[src/rtl/icap_pkg.sv]
package icap_pkg;
  // Width of the register bus; the capture register is two bus words wide.
  localparam int unsigned BUS_W = 8;
  localparam int unsigned CAP_W = 2 * BUS_W;

  // Polarity codes of the edge detector.
  typedef enum logic {
    EDGE_FALL = 1'b0,
    EDGE_RISE = 1'b1
  } edge_pol_e;

  // Trigger source codes.
  typedef enum logic {
    SRC_PIN = 1'b0,
    SRC_ALT = 1'b1
  } trig_src_e;

  // Pick the conditioned level the edge detector should see next.
  function automatic logic filt_next(input logic enable, input logic all_hi,
                                     input logic all_lo, input logic cur,
                                     input logic raw);
    if (!enable) return raw;
    if (all_hi) return 1'b1;
    if (all_lo) return 1'b0;
    return cur;
  endfunction
endpackage

[src/rtl/icap_trig_cond.sv]
module icap_trig_cond #(
  parameter int unsigned SYNC_STAGES = 2,
  parameter int unsigned FILTER_LEN  = 4
) (
  input  logic clk,
  input  logic rst_n,
  input  logic trig_pin,
  input  logic trig_alt,
  input  logic src_alt,
  input  logic filter_en,
  output logic level_o
);
  import icap_pkg::*;

  localparam int unsigned HIST_W = FILTER_LEN;

  logic raw_sel;
  logic sync_out;
  logic [HIST_W-1:0] hist_q;
  logic level_q;
  logic all_hi, all_lo;

  assign raw_sel = (trig_src_e'(src_alt) == SRC_ALT) ? trig_alt : trig_pin;

  // Synchronizer chain, length chosen by parameter.
  generate
    if (SYNC_STAGES <= 1) begin : g_sync1
      logic s_q;
      always_ff @(posedge clk or negedge rst_n) begin
        if (!rst_n) s_q <= 1'b0;
        else        s_q <= raw_sel;
      end
      assign sync_out = s_q;
    end else begin : g_syncn
      logic [SYNC_STAGES-1:0] s_q;
      always_ff @(posedge clk or negedge rst_n) begin
        if (!rst_n) s_q <= '0;
        else        s_q <= {s_q[SYNC_STAGES-2:0], raw_sel};
      end
      assign sync_out = s_q[SYNC_STAGES-1];
    end
  endgenerate

  // Sample history for the noise filter; keeps shifting even when bypassed.
  generate
    if (HIST_W == 1) begin : g_hist1
      always_ff @(posedge clk or negedge rst_n) begin
        if (!rst_n) hist_q <= '0;
        else        hist_q <= sync_out;
      end
    end else begin : g_histn
      always_ff @(posedge clk or negedge rst_n) begin
        if (!rst_n) hist_q <= '0;
        else        hist_q <= {hist_q[HIST_W-2:0], sync_out};
      end
    end
  endgenerate

  assign all_hi = &hist_q;
  assign all_lo = ~|hist_q;

  always_ff @(posedge clk or negedge rst_n) begin
    if (!rst_n) level_q <= 1'b0;
    else        level_q <= filt_next(filter_en, all_hi, all_lo, level_q, sync_out);
  end

  assign level_o = level_q;


  filt_rise_chk: assert property (@(posedge clk) disable iff (!rst_n)
    (filter_en && all_hi && !level_q) |=> level_q);


  filt_hold_chk: assert property (@(posedge clk) disable iff (!rst_n)
    (filter_en && !all_hi && !all_lo) |=> $stable(level_q));
endmodule

[src/rtl/icap_edge_det.sv]
module icap_edge_det (
  input  logic clk,
  input  logic rst_n,
  input  logic level_i,
  input  logic rise_sel,
  output logic strobe_o
);
  import icap_pkg::*;

  logic prev_q;
  logic rose, fell;

  always_ff @(posedge clk or negedge rst_n) begin
    if (!rst_n) prev_q <= 1'b0;
    else        prev_q <= level_i;
  end

  assign rose = level_i & ~prev_q;
  assign fell = ~level_i & prev_q;

  always_comb begin
    unique case (edge_pol_e'(rise_sel))
      EDGE_RISE: strobe_o = rose;
      EDGE_FALL: strobe_o = fell;
      default:   strobe_o = 1'b0;
    endcase
  end


  strobe_level_chk: assert property (@(posedge clk) disable iff (!rst_n)
    strobe_o |-> (level_i == rise_sel));
endmodule

[src/rtl/icap_cap_regs.sv]
module icap_cap_regs #(
  parameter int unsigned BUS_W = icap_pkg::BUS_W
) (
  input  logic               clk,
  input  logic               rst_n,
  input  logic               cap_stb,
  input  logic [2*BUS_W-1:0] cnt_value,
  input  logic               top_mode,
  input  logic               bus_addr_hi,
  input  logic               bus_rd,
  input  logic               bus_wr,
  input  logic [BUS_W-1:0]   bus_wdata,
  output logic [BUS_W-1:0]   bus_rdata,
  input  logic               flag_clr,
  input  logic               irq_ack,
  input  logic               irq_en,
  output logic               cap_flag,
  output logic               irq_req
);
  localparam int unsigned CAP_W = 2 * BUS_W;

  logic [CAP_W-1:0] cap_q;
  logic [BUS_W-1:0] temp_q;
  logic [BUS_W-1:0] rdata_q;
  logic             flag_q;
  logic             rd_lo, rd_hi, wr_lo, wr_hi, commit;

  assign rd_lo  = bus_rd & ~bus_addr_hi;
  assign rd_hi  = bus_rd &  bus_addr_hi;
  assign wr_lo  = bus_wr & ~bus_addr_hi;
  assign wr_hi  = bus_wr &  bus_addr_hi;
  assign commit = wr_lo & top_mode;

  // Capture register: a capture takes priority over a software commit.
  always_ff @(posedge clk or negedge rst_n) begin
    if (!rst_n)      cap_q <= '0;
    else if (cap_stb) cap_q <= cnt_value;
    else if (commit)  cap_q <= {temp_q, bus_wdata};
  end

  // Shared holding register for both access directions.
  always_ff @(posedge clk or negedge rst_n) begin
    if (!rst_n)     temp_q <= '0;
    else if (rd_lo) temp_q <= cap_q[CAP_W-1:BUS_W];
    else if (wr_hi) temp_q <= bus_wdata;
  end

  always_ff @(posedge clk or negedge rst_n) begin
    if (!rst_n)     rdata_q <= '0;
    else if (rd_lo) rdata_q <= cap_q[BUS_W-1:0];
    else if (rd_hi) rdata_q <= temp_q;
  end

  // Flag: set wins over clear.
  always_ff @(posedge clk or negedge rst_n) begin
    if (!rst_n)                   flag_q <= 1'b0;
    else if (cap_stb)             flag_q <= 1'b1;
    else if (flag_clr || irq_ack) flag_q <= 1'b0;
  end

  assign bus_rdata = rdata_q;
  assign cap_flag  = flag_q;
  assign irq_req   = flag_q & irq_en;


  cap_value_chk: assert property (@(posedge clk) disable iff (!rst_n)
    cap_stb |=> (cap_q == $past(cnt_value)));


  flag_set_chk: assert property (@(posedge clk) disable iff (!rst_n)
    cap_stb |=> flag_q);


  flag_clear_chk: assert property (@(posedge clk) disable iff (!rst_n)
    ((flag_clr || irq_ack) && !cap_stb) |=> !flag_q);


  temp_latch_chk: assert property (@(posedge clk) disable iff (!rst_n)
    rd_lo |=> (temp_q == $past(cap_q[CAP_W-1:BUS_W])));


  wr_ignore_chk: assert property (@(posedge clk) disable iff (!rst_n)
    (wr_lo && !top_mode && !cap_stb) |=> $stable(cap_q));


  wr_hi_only_chk: assert property (@(posedge clk) disable iff (!rst_n)
    (wr_hi && !cap_stb) |=> $stable(cap_q));
endmodule

[src/rtl/icap_unit.sv]
module icap_unit #(
  parameter int unsigned SYNC_STAGES = 2,
  parameter int unsigned FILTER_LEN  = 4
) (
  input  logic        clk,
  input  logic        rst_n,
  input  logic        trig_pin,
  input  logic        trig_alt,
  input  logic        cfg_src_alt,
  input  logic        cfg_filter_en,
  input  logic        cfg_rise_edge,
  input  logic        cfg_irq_en,
  input  logic        top_mode,
  input  logic [15:0] cnt_value,
  input  logic        bus_addr_hi,
  input  logic        bus_rd,
  input  logic        bus_wr,
  input  logic [7:0]  bus_wdata,
  output logic [7:0]  bus_rdata,
  input  logic        flag_clr,
  input  logic        irq_ack,
  output logic        cap_flag,
  output logic        irq_req
);
  logic level_w;
  logic cap_stb_w;

  icap_trig_cond #(
    .SYNC_STAGES(SYNC_STAGES),
    .FILTER_LEN (FILTER_LEN)
  ) u_cond (
    .clk      (clk),
    .rst_n    (rst_n),
    .trig_pin (trig_pin),
    .trig_alt (trig_alt),
    .src_alt  (cfg_src_alt),
    .filter_en(cfg_filter_en),
    .level_o  (level_w)
  );

  icap_edge_det u_edge (
    .clk     (clk),
    .rst_n   (rst_n),
    .level_i (level_w),
    .rise_sel(cfg_rise_edge),
    .strobe_o(cap_stb_w)
  );

  icap_cap_regs #(
    .BUS_W(8)
  ) u_regs (
    .clk        (clk),
    .rst_n      (rst_n),
    .cap_stb    (cap_stb_w),
    .cnt_value  (cnt_value),
    .top_mode   (top_mode),
    .bus_addr_hi(bus_addr_hi),
    .bus_rd     (bus_rd),
    .bus_wr     (bus_wr),
    .bus_wdata  (bus_wdata),
    .bus_rdata  (bus_rdata),
    .flag_clr   (flag_clr),
    .irq_ack    (irq_ack),
    .irq_en     (cfg_irq_en),
    .cap_flag   (cap_flag),
    .irq_req    (irq_req)
  );


  irq_gate_chk: assert property (@(posedge clk) disable iff (!rst_n)
    irq_req |-> (cap_flag && cfg_irq_en));
endmodule

[config.mk]
export PLATFORM = sky130hd
export DESIGN_NAME = icap_unit
export DESIGN_NICKNAME = d
export VERILOG_FILES = /design/src/rtl/icap_pkg.sv /design/src/rtl/icap_trig_cond.sv /design/src/rtl/icap_edge_det.sv /design/src/rtl/icap_cap_regs.sv /design/src/rtl/icap_unit.sv
export SDC_FILE = /design/constraint.sdc
export NUM_CORES = 1
export LEC_CHECK = 0
export BUFFER_PORTS_ARGS = -buffer_cell sky130_fd_sc_hd__buf_4
export CAP_MARGIN = 20
export CORE_ASPECT_RATIO = 1.25
export CORE_MARGIN = 2
export CORE_UTILIZATION = 40
export CTS_CLUSTER_DIAMETER = 150
export DETAILED_ROUTE_END_ITERATION = 10
export SYNTH_ARGS = -nofsm -noshare
export SYNTH_HDL_FRONTEND = slang
export SYNTH_SLANG_ARGS = --single-unit
export TNS_END_PERCENT = 100
[constraint.sdc]
create_clock -name clk -period 1.65 [get_ports clk]
set_input_delay 0.165 -clock clk [delete_from_list [all_inputs] [get_ports clk]]
set_output_delay 0.165 -clock clk [all_outputs]
set_load 0.05 [all_outputs]
* Word level (Yosys, flattened, before mapping)
Index checks and enable logic that the tools add are counted.
** Word-level totals
- Register bits after elaboration :: 41
- Input bits :: 38
- Word-level logic and storage cells :: 49
** Cells by class
- Eq/ne operators :: 1
- Muxes and demuxes :: 21
- Bitwise logic cells :: 12
- Reduce and logical (&&, ||, !) cells :: 7
** Operators by type and width (number)
- 16-bit two-way mux :: 2
- 8-bit two-way mux :: 4
- 1-bit two-way mux :: 14
- 1-bit AND :: 8
- 2-bit nonzero test :: 4
- 1-bit NOT :: 4
- 4-bit AND reduction :: 1
- 4-bit OR reduction :: 1
- 3-bit by 1-bit inequality test with 1-bit output, second input constant :: 1
- 1-bit case mux with 2 select lines :: 1
- 1-bit logical OR :: 1

* Logic depth before layout (Yosys ltp)
- Depth after elaboration :: 8
- Depth in mapped cells :: 5

* By module
Synthesis repeated with hierarchy kept, for this count alone.
** Unflattened totals
- Cells, all modules :: 144
- Area total of the unflattened synthesis :: 1991.9 um2
** Modules (own cells, without submodules)
- icap_cap_regs :: instances 1, cells each 127, area an instance 1727.9 um2, seq. area each 825.8 um2
- icap_trig_cond :: instances 1, cells each 13, area an instance 216.5 um2, seq. area each 175.2 um2
- icap_edge_det :: instances 1, cells each 4, area an instance 47.5 um2, seq. area each 25.0 um2

* Least setup slack after synthesis
Ideal clock, no wire load.
- Path kind :: register to register
- From :: register u_edge.prev_q
- To :: register u_regs.cap_q[10]
- Setup time :: 0.125 ns
- Arrival :: 1.348 ns
- Required time :: 1.525 ns
- Slack :: 0.176 ns
- Cell stages (with the launch flop) :: 5
- Path through :: dfrtp_1 -> nor3b_1 -> a21oi_2 -> buf_4 -> mux2_4
** Between the ends
- Cells in the longest elaborated chain, start to end :: 4
** RTL lines
- start: declaration :: RTL line icap_edge_det.sv:10 : logic prev_q;
- start signal: assignment :: RTL line icap_edge_det.sv:15 : else prev_q <= level_i;
- 1-bit NOT :: RTL line icap_edge_det.sv:18 : assign rose = level_i & ~prev_q;
- 1-bit AND :: RTL line icap_edge_det.sv:18
- 1-bit case mux with 2 select lines (*) :: RTL line icap_edge_det.sv:22 : unique case (edge_pol_e'(rise_sel))
- 16-bit two-way mux or 2-bit nonzero test (tied branches)
- end signal: assignment :: RTL line icap_cap_regs.sv:37 : else if (cap_stb) cap_q <= cnt_value;
- end signal: assignment :: RTL line icap_cap_regs.sv:38 : else if (commit) cap_q <= {temp_q, bus_wdata};
- end: declaration :: RTL line icap_cap_regs.sv:22 : logic [CAP_W-1:0] cap_q;
Mark *: on every way between the ends. The rest lies on a longest branch, timed or not.
A chain may end at the register's enable or synchronous reset.

* Worst setup path in the final report
- From :: register u_cond.level_q, in the netlist u_cond.level_o
- To :: register u_regs.cap_q[9]
** Between the ends
- Cells in the longest elaborated chain, start to end :: 4
** RTL lines
- start: declaration :: RTL line icap_trig_cond.sv:20 : logic level_q;
- start signal: assignment :: RTL line icap_trig_cond.sv:64 : else level_q <= filt_next(filter_en, all_hi, all_lo, level_q, sync_out);
- 1-bit NOT :: RTL line icap_edge_det.sv:19 : assign fell = ~level_i & prev_q;
- 1-bit AND :: RTL line icap_edge_det.sv:19
- 1-bit case mux with 2 select lines (*) :: RTL line icap_edge_det.sv:22
- 16-bit two-way mux or 2-bit nonzero test (tied branches)
Marked as above.

==> results.md <==
- Clock share of power: between 20% and 30%
- Min Tclk post-route: 1.363 ns
- Hold_ws: ~0.065 ns
- Dpl hpwl: approximately 2.8 mm
- Worst hold start: cfg_filter_en
- Cts-stage hold buffer count: 1
- Synth top area share: roughly 53%
- Area leader, netlist: dfrtp_1
- DRC violations left: 0
- Synthesized net count: 187
- Root Driver: clkbuf_8
- Synthesized area per cell: 13.10 sq um
- Slew Viols, Final: 0
- Final setup viols: 0
- Post-CTS setup repair buffer count: 0
- Max_cap viols: 0
- Outcome: finished, final reports clean
- Gr ovfl total: 0
- First-pass iteration count of the detailed router: 4
- CTS tree: done
- Share of power burned in combinational logic: ~31%
- CP Data Arrival Time: around 1.5 ns
- Clock buffer depth: 2
- Resized cells post-CTS: 0
- Setup TNS: 0 ns
- Sink Count: between 40 and 50
- Inserted Diodes: 0
- Gr usage total: between 15 and 20%
- Placer Congestion: approximately 0.79
- Leak: 1.207 nW
- Die H: ~82 microns
- RSZ-0062 raised after global routing: no
- Total die area: around 5500 sq um
- Slew @ Worst Pin: between 0.5 and 0.6 ns
- Pwr dens: roughly 1200 nW/um^2
- Commonest non-fill, non-tap cells in the layout: buf_4, dfrtp_1, mux2_4
- Critical Path Sink Type: flop
- Per-cell routed wire length: ~16 microns
- Mapped Cells: around 150
- Worst hold endpoint: u_cond.level_o$_DFFE_PN0P_
- Leading cell type in the layout, fill and taps excluded: buf_4
- Core area: between 4000 and 5000 sq um
- Yosys warns: 0
- PortBufs: 47
- Seq pwr share: a little under half
- Area Growth Syn to Fin: 26.54%
- Vias per cell: around 5
- Setup Crit Path Kind: reg2reg
- Vias after detailed routing: between 1,000 and 1,500
- Hold Path Class: in2reg
- Clk Latency, worst-skew pair: 0.29 ns
- Vias in the first global route: 1,398
- Final WL: 4.030 mm
- CTS HTree Levels: 2
- Worst Clk Skew: around 0.0062 ns
- Sw Pwr: 932.5 uW
- Internal cell power: roughly 2.1 mW
- Row count: 28
- Largest cells by area after synthesis: dfrtp_1, mux2_4, mux2_2
- Mapped Area: approximately 2000 sq um
- Final antenna-violating net count: 0
- Switch share: 30.52%
- Largest net degree at the start of global routing: 42
- Worst Hold Path Cells: 2
- Initial Util: between 40 and 50%
- Clock transition at the registers of the reported paths: roughly 0.08 ns
- Die width: around 66 microns
- Tot Pwr: 3.055 mW
- Tcrit/Tclk final: between 80% and 90%
- Filler Cells Inserted: 446
- R2R depth: 4
- Reg-to-Reg End: u_regs.cap_q[9]$_DFFE_PN0P_
- Worst setup SP type: flop
- Max Clk Rate: roughly 0.73 GHz
- Seq/Total Area, Yosys: a little over half
- First-pass GRT wire length: roughly 6.6 mm
- Final Hold Vio Count: 0
- Reg-to-Reg Start: u_cond.level_o$_DFFE_PN0P_
- Initial antenna violation count: 0
- CP required: roughly 1.8 ns
- First-iteration detailed-routing DRC count: 52
- Number of synthesized register bits: 41
- Worst Path Max Fanout: 17
- IR drop worst, VDD: around 650 uV
- Share of layout cells above drive strength 1: ~46%
- Reg-to-reg slack, setup: 0.29 ns
- Rel. slew slack: 65.05%
- Io pins: between 40 and 50
- CTS Buf Count: 5
- Synth cell types: 23
- Total Nets Final: ~240
metal layers:
layer / global-route usage [%] / part of all wire (%)
met2: 28.10 / 50
met4: 5.306 / 0.89
met3: 5.149 / 5.5
met5: 0 / 0
met1: 18.79 / 43
worst max-delay path, cell delays in order, from the launching register on:
cell	delay [ns]
dfrtp_1	0.44
nor3b_1	0.26
a21oi_2	0.07
buf_12	0.17
mux2_4	0.30
worst max-delay path by stage:
stage	from	endpoint	slack [ns]	cells past startpoint
after floorplan	u_edge.prev_q$_DFF_PN0_	u_regs.cap_q[10]$_DFFE_PN0P_	0.18	4
after global placement	bus_addr_hi	u_regs.cap_q[15]$_DFFE_PN0P_	0.27	4
after detailed placement	bus_addr_hi	u_regs.cap_q[9]$_DFFE_PN0P_	0.23	4
after CTS	u_cond.level_o$_DFFE_PN0P_	u_regs.cap_q[9]$_DFFE_PN0P_	0.29	4
after global routing	u_cond.level_o$_DFFE_PN0P_	u_regs.cap_q[9]$_DFFE_PN0P_	0.23	4
final	u_cond.level_o$_DFFE_PN0P_	u_regs.cap_q[9]$_DFFE_PN0P_	0.29	4
logic make-up after synthesis:
family	share of synthesized area [%]
AO/OA/AOI/OAI	8.334
AND/OR/NAND/NOR	6.796
buffers and inverters	3.269
multiplexers	29.04
flip-flops	52.56
final cells by class:
type | instances | area, sq um | share of cell area [%]
Inverter | 4 | 15.01 | 0.6079
Tap cell | 60 | 75.07 | 3.040
Multi-Input combinational cell | 97 | 862.1 | 34.90
Clock inverter | 1 | 5.005 | 0.2026
Sequential cell | 41 | 1026 | 41.54
Clock buffer | 7 | 96.34 | 3.901
Timing Repair Buffer | 50 | 390.4 | 15.81
sequential cells by signal (all words and copies together), names as in the netlist:
register	cells
u_regs.bus_rdata	8
u_regs.temp_q	8
u_edge.prev_q	1
u_cond.g_syncn.s_q	2
u_cond.level_o	1
u_cond.hist_q	4
u_regs.cap_flag	1
u_regs.cap_q	16
power by group through the flow:
stage | sequential, mW | clock [mW] | combinational (mW)
floorplan | 1.53 | 0 | 0.529
global placement | 1.39 | 0 | 0.933
detailed placement | 1.39 | 0 | 0.961
CTS | 1.38 | 0.745 | 0.962
global route | 1.41 | 0.780 | 1.02
finish | 1.38 | 0.723 | 0.951
synth_stat cells:
cell,instances
a211oi_1,4
a21oi_1,16
a21oi_2,1
a31oi_1,1
and2_1,2
and3_1,1
buf_4,2
buf_6,2
clkbuf_1,3
dfrtp_1,41
inv_1,4
mux2_2,13
mux2_4,20
mux2i_1,12
nand2_1,3
nand2b_1,1
nand3b_4,1
nor2_1,10
nor2b_1,5
nor3b_1,1
o21ai_0,1
o22ai_1,4
o31ai_1,1
through the flow:
step | instances | instance area, sq um | util (%) | worst slack (ns)
final | 260 | 2470 | 52.22 | 0.2867
after global routing | 260 | 2470 | 52.22 | 0.2271
after CTS | 260 | 2470 | 52.22 | 0.2894
after detailed placement | 251 | 2359 | 49.87 | 0.2341
after global placement | 251 | 2359 | 49.87 | 0.2748
after floorplan | 149 | 1952 | - | 0.1764
Note: power is estimated with default switching activity, not from simulation.
